**src/rtl/trc_pkg.sv**
```systemverilog
package trc_pkg;
   localparam logic [11:0] A_DEPTH  = 12'h004;
   localparam logic [11:0] A_STAT   = 12'h00C;
   localparam logic [11:0] A_RDAT   = 12'h010;
   localparam logic [11:0] A_RPTR   = 12'h014;
   localparam logic [11:0] A_WPTR   = 12'h018;
   localparam logic [11:0] A_TRG    = 12'h01C;
   localparam logic [11:0] A_CTRL   = 12'h020;
   localparam logic [11:0] A_WDAT   = 12'h024;
   localparam logic [11:0] A_FSTAT  = 12'h300;
   localparam logic [11:0] A_FCTRL  = 12'h304;

   localparam int FC_FMT    = 0;
   localparam int FC_FLUSH  = 6;
   localparam int FC_SFLUSH = 12;
   localparam int FC_STRIG  = 13;
   localparam int FS_STOP   = 1;
   localparam int FRAME_W   = 4;
endpackage

```
**src/rtl/trc_ram.sv**
```systemverilog
module trc_ram #(
   parameter int DW    = 32,
   parameter int DEPTH = 64,
   localparam int AW   = $clog2(DEPTH)
) (
   input  logic          clk,
   input  logic          we,
   input  logic [AW-1:0] waddr,
   input  logic [DW-1:0] wdata,
   input  logic [AW-1:0] raddr,
   output logic [DW-1:0] rdata
);
   logic [DW-1:0] mem [DEPTH];

   always_ff @(posedge clk) begin
      if (we) mem[waddr] <= wdata;
   end

   assign rdata = mem[raddr];
endmodule

```
**src/rtl/trc_wrap_ptr.sv**
```systemverilog
module trc_wrap_ptr #(
   parameter int DEPTH = 64,
   localparam int AW   = $clog2(DEPTH)
) (
   input  logic          clk,
   input  logic          rst_n,
   input  logic          load,
   input  logic [AW-1:0] load_val,
   input  logic          inc,
   output logic [AW-1:0] ptr
);
   logic [AW-1:0] ptr_nx;

   // a power-of-two depth wraps on natural overflow, otherwise compare
   generate
      if ((DEPTH & (DEPTH - 1)) == 0) begin : g_pow2
         assign ptr_nx = ptr + 1'b1;
      end else begin : g_cmp
         assign ptr_nx = (ptr == AW'(DEPTH - 1)) ? '0 : ptr + 1'b1;
      end
   endgenerate

   always_ff @(posedge clk or negedge rst_n) begin
      if (!rst_n)    ptr <= '0;
      else if (load) ptr <= load_val;
      else if (inc)  ptr <= ptr_nx;
   end
endmodule

```
**src/rtl/trc_seq.sv**
```systemverilog
module trc_seq #(
   parameter int TCW = 16
) (
   input  logic           clk,
   input  logic           rst_n,
   input  logic           ctrl_we,
   input  logic           ctrl_en,
   input  logic           fc_we,
   input  logic           fc_fmt,
   input  logic           fc_flush,
   input  logic           fc_sflush,
   input  logic           fc_strig,
   input  logic           trg_we,
   input  logic [TCW-1:0] trg_val,
   input  logic           trig_in,
   input  logic           tr_valid,
   input  logic           wp_aligned,
   output logic           cap_en,
   output logic           tr_ready,
   output logic           accept,
   output logic           padding,
   output logic           pad_wr,
   output logic           fmt_en,
   output logic           flush_busy,
   output logic           stop_flush,
   output logic           stop_trig,
   output logic [TCW-1:0] trg_cnt,
   output logic           stopped
);
   logic armed;
   logic trig_done;
   logic pad_done;

   assign trig_done = stop_trig & armed & (trg_cnt == '0);
   assign padding   = cap_en & (flush_busy | trig_done);
   assign tr_ready  = cap_en & ~padding;
   assign accept    = tr_valid & tr_ready;
   assign pad_wr    = padding & ~wp_aligned;
   assign pad_done  = padding & wp_aligned;
   assign stopped   = ~cap_en & ~flush_busy;

   always_ff @(posedge clk or negedge rst_n) begin
      if (!rst_n) begin
         cap_en     <= 1'b0;
         armed      <= 1'b0;
         flush_busy <= 1'b0;
         fmt_en     <= 1'b0;
         stop_flush <= 1'b0;
         stop_trig  <= 1'b0;
         trg_cnt    <= '0;
      end else begin
         if (pad_done) begin
            flush_busy <= 1'b0;
            if (trig_done | stop_flush) cap_en <= 1'b0;
         end
         if (!cap_en && flush_busy) flush_busy <= 1'b0;

         if (trg_we)                           trg_cnt <= trg_val;
         else if (accept && armed && trg_cnt != '0) trg_cnt <= trg_cnt - 1'b1;

         if (ctrl_we) begin
            cap_en <= ctrl_en;
            armed  <= 1'b0;
         end else if (trig_in && tr_ready && stop_trig) begin
            armed <= 1'b1;
         end

         if (fc_we) begin
            fmt_en     <= fc_fmt;
            stop_flush <= fc_sflush;
            stop_trig  <= fc_strig;
            if (fc_flush) flush_busy <= 1'b1;
         end
      end
   end
endmodule

```
**src/rtl/trc_buffer.sv**
```systemverilog
module trc_buffer #(
   parameter int DW    = 32,
   parameter int DEPTH = 64,
   parameter int TCW   = 16,
   localparam int AW   = $clog2(DEPTH)
) (
   input  logic          clk,
   input  logic          rst_n,
   input  logic          tr_valid,
   input  logic [DW-1:0] tr_data,
   output logic          tr_ready,
   input  logic          trig_in,
   input  logic          bus_wr,
   input  logic          bus_rd,
   input  logic [11:0]   bus_addr,
   input  logic [31:0]   bus_wdata,
   output logic [31:0]   bus_rdata
);
   import trc_pkg::*;

   generate
      if (DEPTH < FRAME_W || (DEPTH % FRAME_W) != 0) begin : g_bad_depth
         $error("trc_buffer: DEPTH must be a multiple of the frame size");
      end
      if (DW > 32 || DW < 1) begin : g_bad_dw
         $error("trc_buffer: DW must be 1..32");
      end
      if (TCW > 32 || TCW < 1) begin : g_bad_tcw
         $error("trc_buffer: TCW must be 1..32");
      end
   endgenerate

   logic          cap_en, accept, padding, pad_wr;
   logic          fmt_en, flush_busy, stop_flush, stop_trig, stopped;
   logic [TCW-1:0] trg_cnt;
   logic [AW-1:0] wp, rp;
   logic [DW-1:0] ram_wdata, ram_rdata;
   logic          full;
   logic          host_wp_we, host_rp_we, host_ctrl_we, host_ram_we, host_pop;
   logic          ram_we;

   assign host_wp_we   = bus_wr && bus_addr == A_WPTR;
   assign host_rp_we   = bus_wr && bus_addr == A_RPTR;
   assign host_ctrl_we = bus_wr && bus_addr == A_CTRL;
   assign host_ram_we  = bus_wr && bus_addr == A_WDAT && !cap_en;
   assign host_pop     = bus_rd && bus_addr == A_RDAT;

   trc_seq #(.TCW(TCW)) u_seq (
      .clk        (clk),
      .rst_n      (rst_n),
      .ctrl_we    (host_ctrl_we),
      .ctrl_en    (bus_wdata[0]),
      .fc_we      (bus_wr && bus_addr == A_FCTRL),
      .fc_fmt     (bus_wdata[FC_FMT]),
      .fc_flush   (bus_wdata[FC_FLUSH]),
      .fc_sflush  (bus_wdata[FC_SFLUSH]),
      .fc_strig   (bus_wdata[FC_STRIG]),
      .trg_we     (bus_wr && bus_addr == A_TRG),
      .trg_val    (bus_wdata[TCW-1:0]),
      .trig_in    (trig_in),
      .tr_valid   (tr_valid),
      .wp_aligned (wp[1:0] == 2'b00),
      .cap_en     (cap_en),
      .tr_ready   (tr_ready),
      .accept     (accept),
      .padding    (padding),
      .pad_wr     (pad_wr),
      .fmt_en     (fmt_en),
      .flush_busy (flush_busy),
      .stop_flush (stop_flush),
      .stop_trig  (stop_trig),
      .trg_cnt    (trg_cnt),
      .stopped    (stopped)
   );

   assign ram_we    = accept | pad_wr | host_ram_we;
   assign ram_wdata = accept ? tr_data : (pad_wr ? '0 : bus_wdata[DW-1:0]);

   trc_wrap_ptr #(.DEPTH(DEPTH)) u_wp (
      .clk      (clk),
      .rst_n    (rst_n),
      .load     (host_wp_we),
      .load_val (bus_wdata[AW-1:0]),
      .inc      (ram_we),
      .ptr      (wp)
   );

   trc_wrap_ptr #(.DEPTH(DEPTH)) u_rp (
      .clk      (clk),
      .rst_n    (rst_n),
      .load     (host_rp_we),
      .load_val (bus_wdata[AW-1:0]),
      .inc      (host_pop),
      .ptr      (rp)
   );

   trc_ram #(.DW(DW), .DEPTH(DEPTH)) u_ram (
      .clk   (clk),
      .we    (ram_we),
      .waddr (wp),
      .wdata (ram_wdata),
      .raddr (rp),
      .rdata (ram_rdata)
   );

   always_ff @(posedge clk or negedge rst_n) begin
      if (!rst_n)                               full <= 1'b0;
      else if (host_wp_we)                      full <= 1'b0;
      else if (ram_we && wp == AW'(DEPTH - 1))  full <= 1'b1;
   end

   always_comb begin
      bus_rdata = '0;
      unique case (bus_addr)
         A_DEPTH: bus_rdata = 32'(DEPTH);
         A_STAT:  bus_rdata[0] = full;
         A_RDAT:  bus_rdata[DW-1:0] = ram_rdata;
         A_RPTR:  bus_rdata[AW-1:0] = rp;
         A_WPTR:  bus_rdata[AW-1:0] = wp;
         A_TRG:   bus_rdata[TCW-1:0] = trg_cnt;
         A_CTRL:  bus_rdata[0] = cap_en;
         A_FSTAT: bus_rdata[FS_STOP] = stopped;
         A_FCTRL: begin
            bus_rdata[FC_FMT]    = fmt_en;
            bus_rdata[FC_FLUSH]  = flush_busy;
            bus_rdata[FC_SFLUSH] = stop_flush;
            bus_rdata[FC_STRIG]  = stop_trig;
         end
         default: bus_rdata = '0;
      endcase
   end
endmodule

```
**config.mk**
```make
export PLATFORM = sky130hd
export DESIGN_NAME = trc_buffer
export DESIGN_NICKNAME = d
export VERILOG_FILES = /design/src/rtl/trc_pkg.sv /design/src/rtl/trc_ram.sv /design/src/rtl/trc_wrap_ptr.sv /design/src/rtl/trc_seq.sv /design/src/rtl/trc_buffer.sv
export SDC_FILE = /design/constraint.sdc
export NUM_CORES = 2
export LEC_CHECK = 0
export BUFFER_PORTS_ARGS = -buffer_cell sky130_fd_sc_hd__buf_2
export CORE_MARGIN = 5
export CORE_UTILIZATION = 60
export DETAILED_ROUTE_END_ITERATION = 10
export PLACE_DENSITY = 0.85
export SETUP_SLACK_MARGIN = 0.3
export SYNTH_ARGS = -nofsm -noshare
export SYNTH_HDL_FRONTEND = slang
export SYNTH_SLANG_ARGS = --single-unit
```
**constraint.sdc**
```tcl
create_clock -name clk -period 4.39 [get_ports clk]
set_input_delay 0.878 -clock clk [delete_from_list [all_inputs] [get_ports clk]]
set_output_delay 0.878 -clock clk [all_outputs]
set_load 0.01 [all_outputs]
```
==> flow_summary_export.csv <==
group,metric,value,unit
place,placed_cells_incl_taps,5659,
sta,drv_slew,0,
synthesis,synth_compound_area_share,2.95,%
status,violations,"setup timing",
synthesis,yosysWarnings,0,
synthesis,synthesis.nets,3768,
clock_tree,cts_root_buffer,"clkbuf_16",
clock_tree,cts_sinks,2083,
flow_run,drv_cap,0,
clock_tree,clock_path_buffers,3,
synthesis,synthSimpleGateAreaFrac,2.04,%
sta,hold_viol,0,
global_routing,grtUsageMet3,13.0,%
synthesis,synth_fa_ha_area_share,0.0773,%
sta,worst_slew_margin_rel,3.67,%
place,dpl.hpwl,132000,µm
synthesis,synth_top_family_by_area,"multiplexers",
sta,finalSetupViolations,31,
synthesis,synthCells,3681,
synthesis,yosysTopAreaCell,"edfxtp_1",
floorplan,pin_count,115,
critical_path,crit_chain,"buf_12 > buf_6 > mux2i_1 > o221ai_2 > a21oi_2 > o21ai_2 > a222oi_1 > o31ai_2 > buf_2",
power_and_ir_drop,p_leak,31.3,nW
layout,regArea,0.0624,mm²
synthesis,synth.ff_latch_count,2083,
layout,layout.nets,4295,
sta,fmax,194,MHz
critical_path,crit_path_end_kind,"primary output",
clock_tree,clk_pin_slew,0.06,ns
drt,vias,49000,
sta,finalCritPeriodShare,117,%
global_routing,gr-max-usage-layer,"met2",
synthesis,synth.top_cell.area_share,76.0,%
global_routing,grt-ovfl-total,0,
drt,routedWlPerCell,47.2,µm
drt,postRouteWirelength,289000,µm
critical_path,slowest_stage,"a222oi_1",
drt,vias_per_cell,7.99,
synthesis,ys_types,72,
place,place.gp.congestion,0.963,
sta,rsz0062_at_grt,"true",
global_routing,grt_util_all_layers,38.7,%
global_routing,grt_pass1_vias,47800,
clock_tree,cts_hold_buf,0,
critical_path,max_stage_delay,1.09,ns
drt,remaining_drc_errors,0,
clock_tree,cts_tree,"yes",
layout,fillerInstances,6700,
synthesis,synth.area.mux_share,16.3,%
status,outcome,"complete, but fails checks",
critical_path,worst_ep_required_time,3.51,ns
drt,ant_nets,0,
power_and_ir_drop,power_density,409,mW/mm²
synthesis,synth_edf_count,2048,
drt,initialDrtViolationCount,10900,
synthesis,avgSynthCellArea,22.0,µm²
sta,finalSetupTns,-7.75,ns
floorplan,start_util,60.5,%
synthesis,yosys.cell_count.top_type,"edfxtp_1",
floorplan,core_area,0.134,mm²
critical_path,worstReg2RegEnd,"u_ram.mem[61][15]",
critical_path,cp-start-kind,"flop",
layout,stdcell_count,6128,
layout,design_area,0.0967,mm²
synthesis,yosys-top-cells-count,"edfxtp_1 (2048), mux4_2 (504), mux2i_1 (174)",
floorplan,die-area,0.142,mm²
critical_path,crit_fanout,13,
critical_path,rr_startpoint,"u_seq.trg_cnt[1]",
global_routing,grt_max_degree,65,
layout,drive_gt1_share,38.2,%
floorplan,dieHeight,377,µm
global_routing,use_met1,45.6,%
critical_path,r2r_setup_slack,0.58,ns
global_routing,grt_pass1_wl,377000,µm
clock_tree,insertion_delay,0.87,ns
place,place_ws,-0.0758,ns
floorplan,die_w,377,µm
worst_hold_path,min_path_type,"input pin to async pin",
sta,whs,0.131,ns
sta,clock_skew,0.0344,ns
sta,timing.final.ws_setup,-0.758,ns
global_routing,grt_util_met2,60.1,%
critical_path,crit_family,"compound AO/OA/AOI/OAI gates",
synthesis,synthFlopType,"edfxtp_1",
sta,tightest_slew,1.45,ns
synthesis,ys_seq_area_share,77.1,%
critical_path,cp.buffers_inverters,3,
critical_path,worstPathArrival,4.27,ns
critical_path,ff2ff_path_depth,9,
place,numPortBuffers,114,
clock_tree,htreeDepth,4,
layout,multi_input_area,0.0194,mm²
synthesis,synth.cell_area,0.0809,mm²
sta,min_period,5.15,ns
clock_tree,numCtsBuffers,187,
synthesis,async_flop_share,1.68,%
critical_path,cp-startpoint,"u_rp.ptr[0]",
drt,first_pass_iters,7,
critical_path,timing.setup.critical_path_class,"flop to primary output",
power_and_ir_drop,ir_drop,0.572,mV
global_routing,antenna_found_initial,5,
place,placed_cell_area,0.0869,mm²
synthesis,synth_xor_area_share,0.249,%
floorplan,rows,134,
synthesis,synth_area_leaders,"edfxtp_1 (76%), mux4_2 (14%), mux2i_1 (2.2%)",
layout,areaGrowthSynthToFinish,19.5,%
## per-layer routing
layer / vias to the layer above / wire, µm
met1: 23900 / 78700
li1: 16700 / -
met4: 4 / 32000
met2: 6520 / 132000
met3: 1860 / 45900
met5: - / 26
## report_power, final
group | total, W | switching, W | internal (W)
sequential | 0.0218 | 0.0000135 | 0.0218
combinational | 0.000973 | 0.000666 | 0.000307
clock | 0.0167 | 0.00780 | 0.00891
total | 0.0395 | 0.00848 | 0.0310
## final cells by class
cell class / count / area share (%)
Antenna cell: 1 / 0.00259
Clock buffer: 239 / 5.23
Clock inverter: 101 / 0.880
Inverter: 11 / 0.0621
Multi-Input combinational cell: 1379 / 20.1
Sequential cell: 2083 / 64.5
Tap cell: 1768 / 2.29
Timing Repair Buffer: 546 / 6.92
## placed cells by master (no fill, tap or decap), types with 9 or more instances in the layout
cell type	instances
mux2i_2	32
mux2i_4	21
dfrtp_1	30
bufbuf_16	10
nand4_1	12
buf_2	102
nand2_1	70
xnor2_1	14
o21ai_2	16
a22oi_2	31
a21oi_1	34
clkinv_1	34
clkinv_2	43
nor2_2	11
a21oi_2	13
mux2_2	12
nand3_1	17
o22ai_1	20
nor2_1	54
a221oi_2	28
nor2_4	68
a221o_1	9
buf_12	117
buf_6	51
mux4_2	504
clkbuf_16	202
mux2i_1	121
a22o_2	32
a221oi_1	14
edfxtp_1	2048
o21ai_0	16
a22oi_1	9
xor2_1	9
buf_4	212
clkbuf_1	43
o221ai_1	12
buf_8	10
buf_16	37
o21ai_1	12
bufinv_16	13
## worst max-delay path by stage
stage / slack, ns / end / cells past startpoint
3_5_place_dp: -0.08 / bus_rdata[21] / 11
6_report: -0.76 / bus_rdata[12] / 9
4_1_cts: -0.12 / bus_rdata[21] / 10
2_1_floorplan: 0.02 / u_ram.mem[17][0] / 9
5_1_grt: -0.62 / bus_rdata[12] / 8
3_3_place_gp: -0.03 / bus_rdata[15] / 8
## flip-flops by register name (all words and copies together) (netlist names)
register,count
u_ram.mem,2048
u_seq.trg_cnt,16
u_rp.ptr,6
u_wp.ptr,6
full,1
u_seq.armed,1
u_seq.cap_en,1
u_seq.flush_busy,1
u_seq.fmt_en,1
u_seq.stop_flush,1
u_seq.stop_trig,1
## through the flow
| stage | utilization (%) | power, W |
|---|---|---|
| after floorplan | - | 0.0227 |
| after global placement | 64.9 | 0.0230 |
| after detailed placement | 64.9 | 0.0230 |
| after CTS | 71.5 | 0.0389 |
| after global routing | 72.3 | 0.0404 |
| final | 72.3 | 0.0395 |
## cell families after synthesis
kind of cell               after synthesis
DFF                                   2083
muxes                                  690
and+or+nand+nor                        334
AOI/OAI and AO/OA                      327
buffers and inverters                  219
xor gates and xnor gates                23
adders and majority gates                5
## repair_timing
action                                  CTS  global route
cloned                                   25             7
endpoints found under the setup margin   32            32
resized for setup                       315           149
setup buffers                            76            20
hold endpoints to repair                  0             0
pin swaps                                48            50
(Power assumes the default switching activity.)
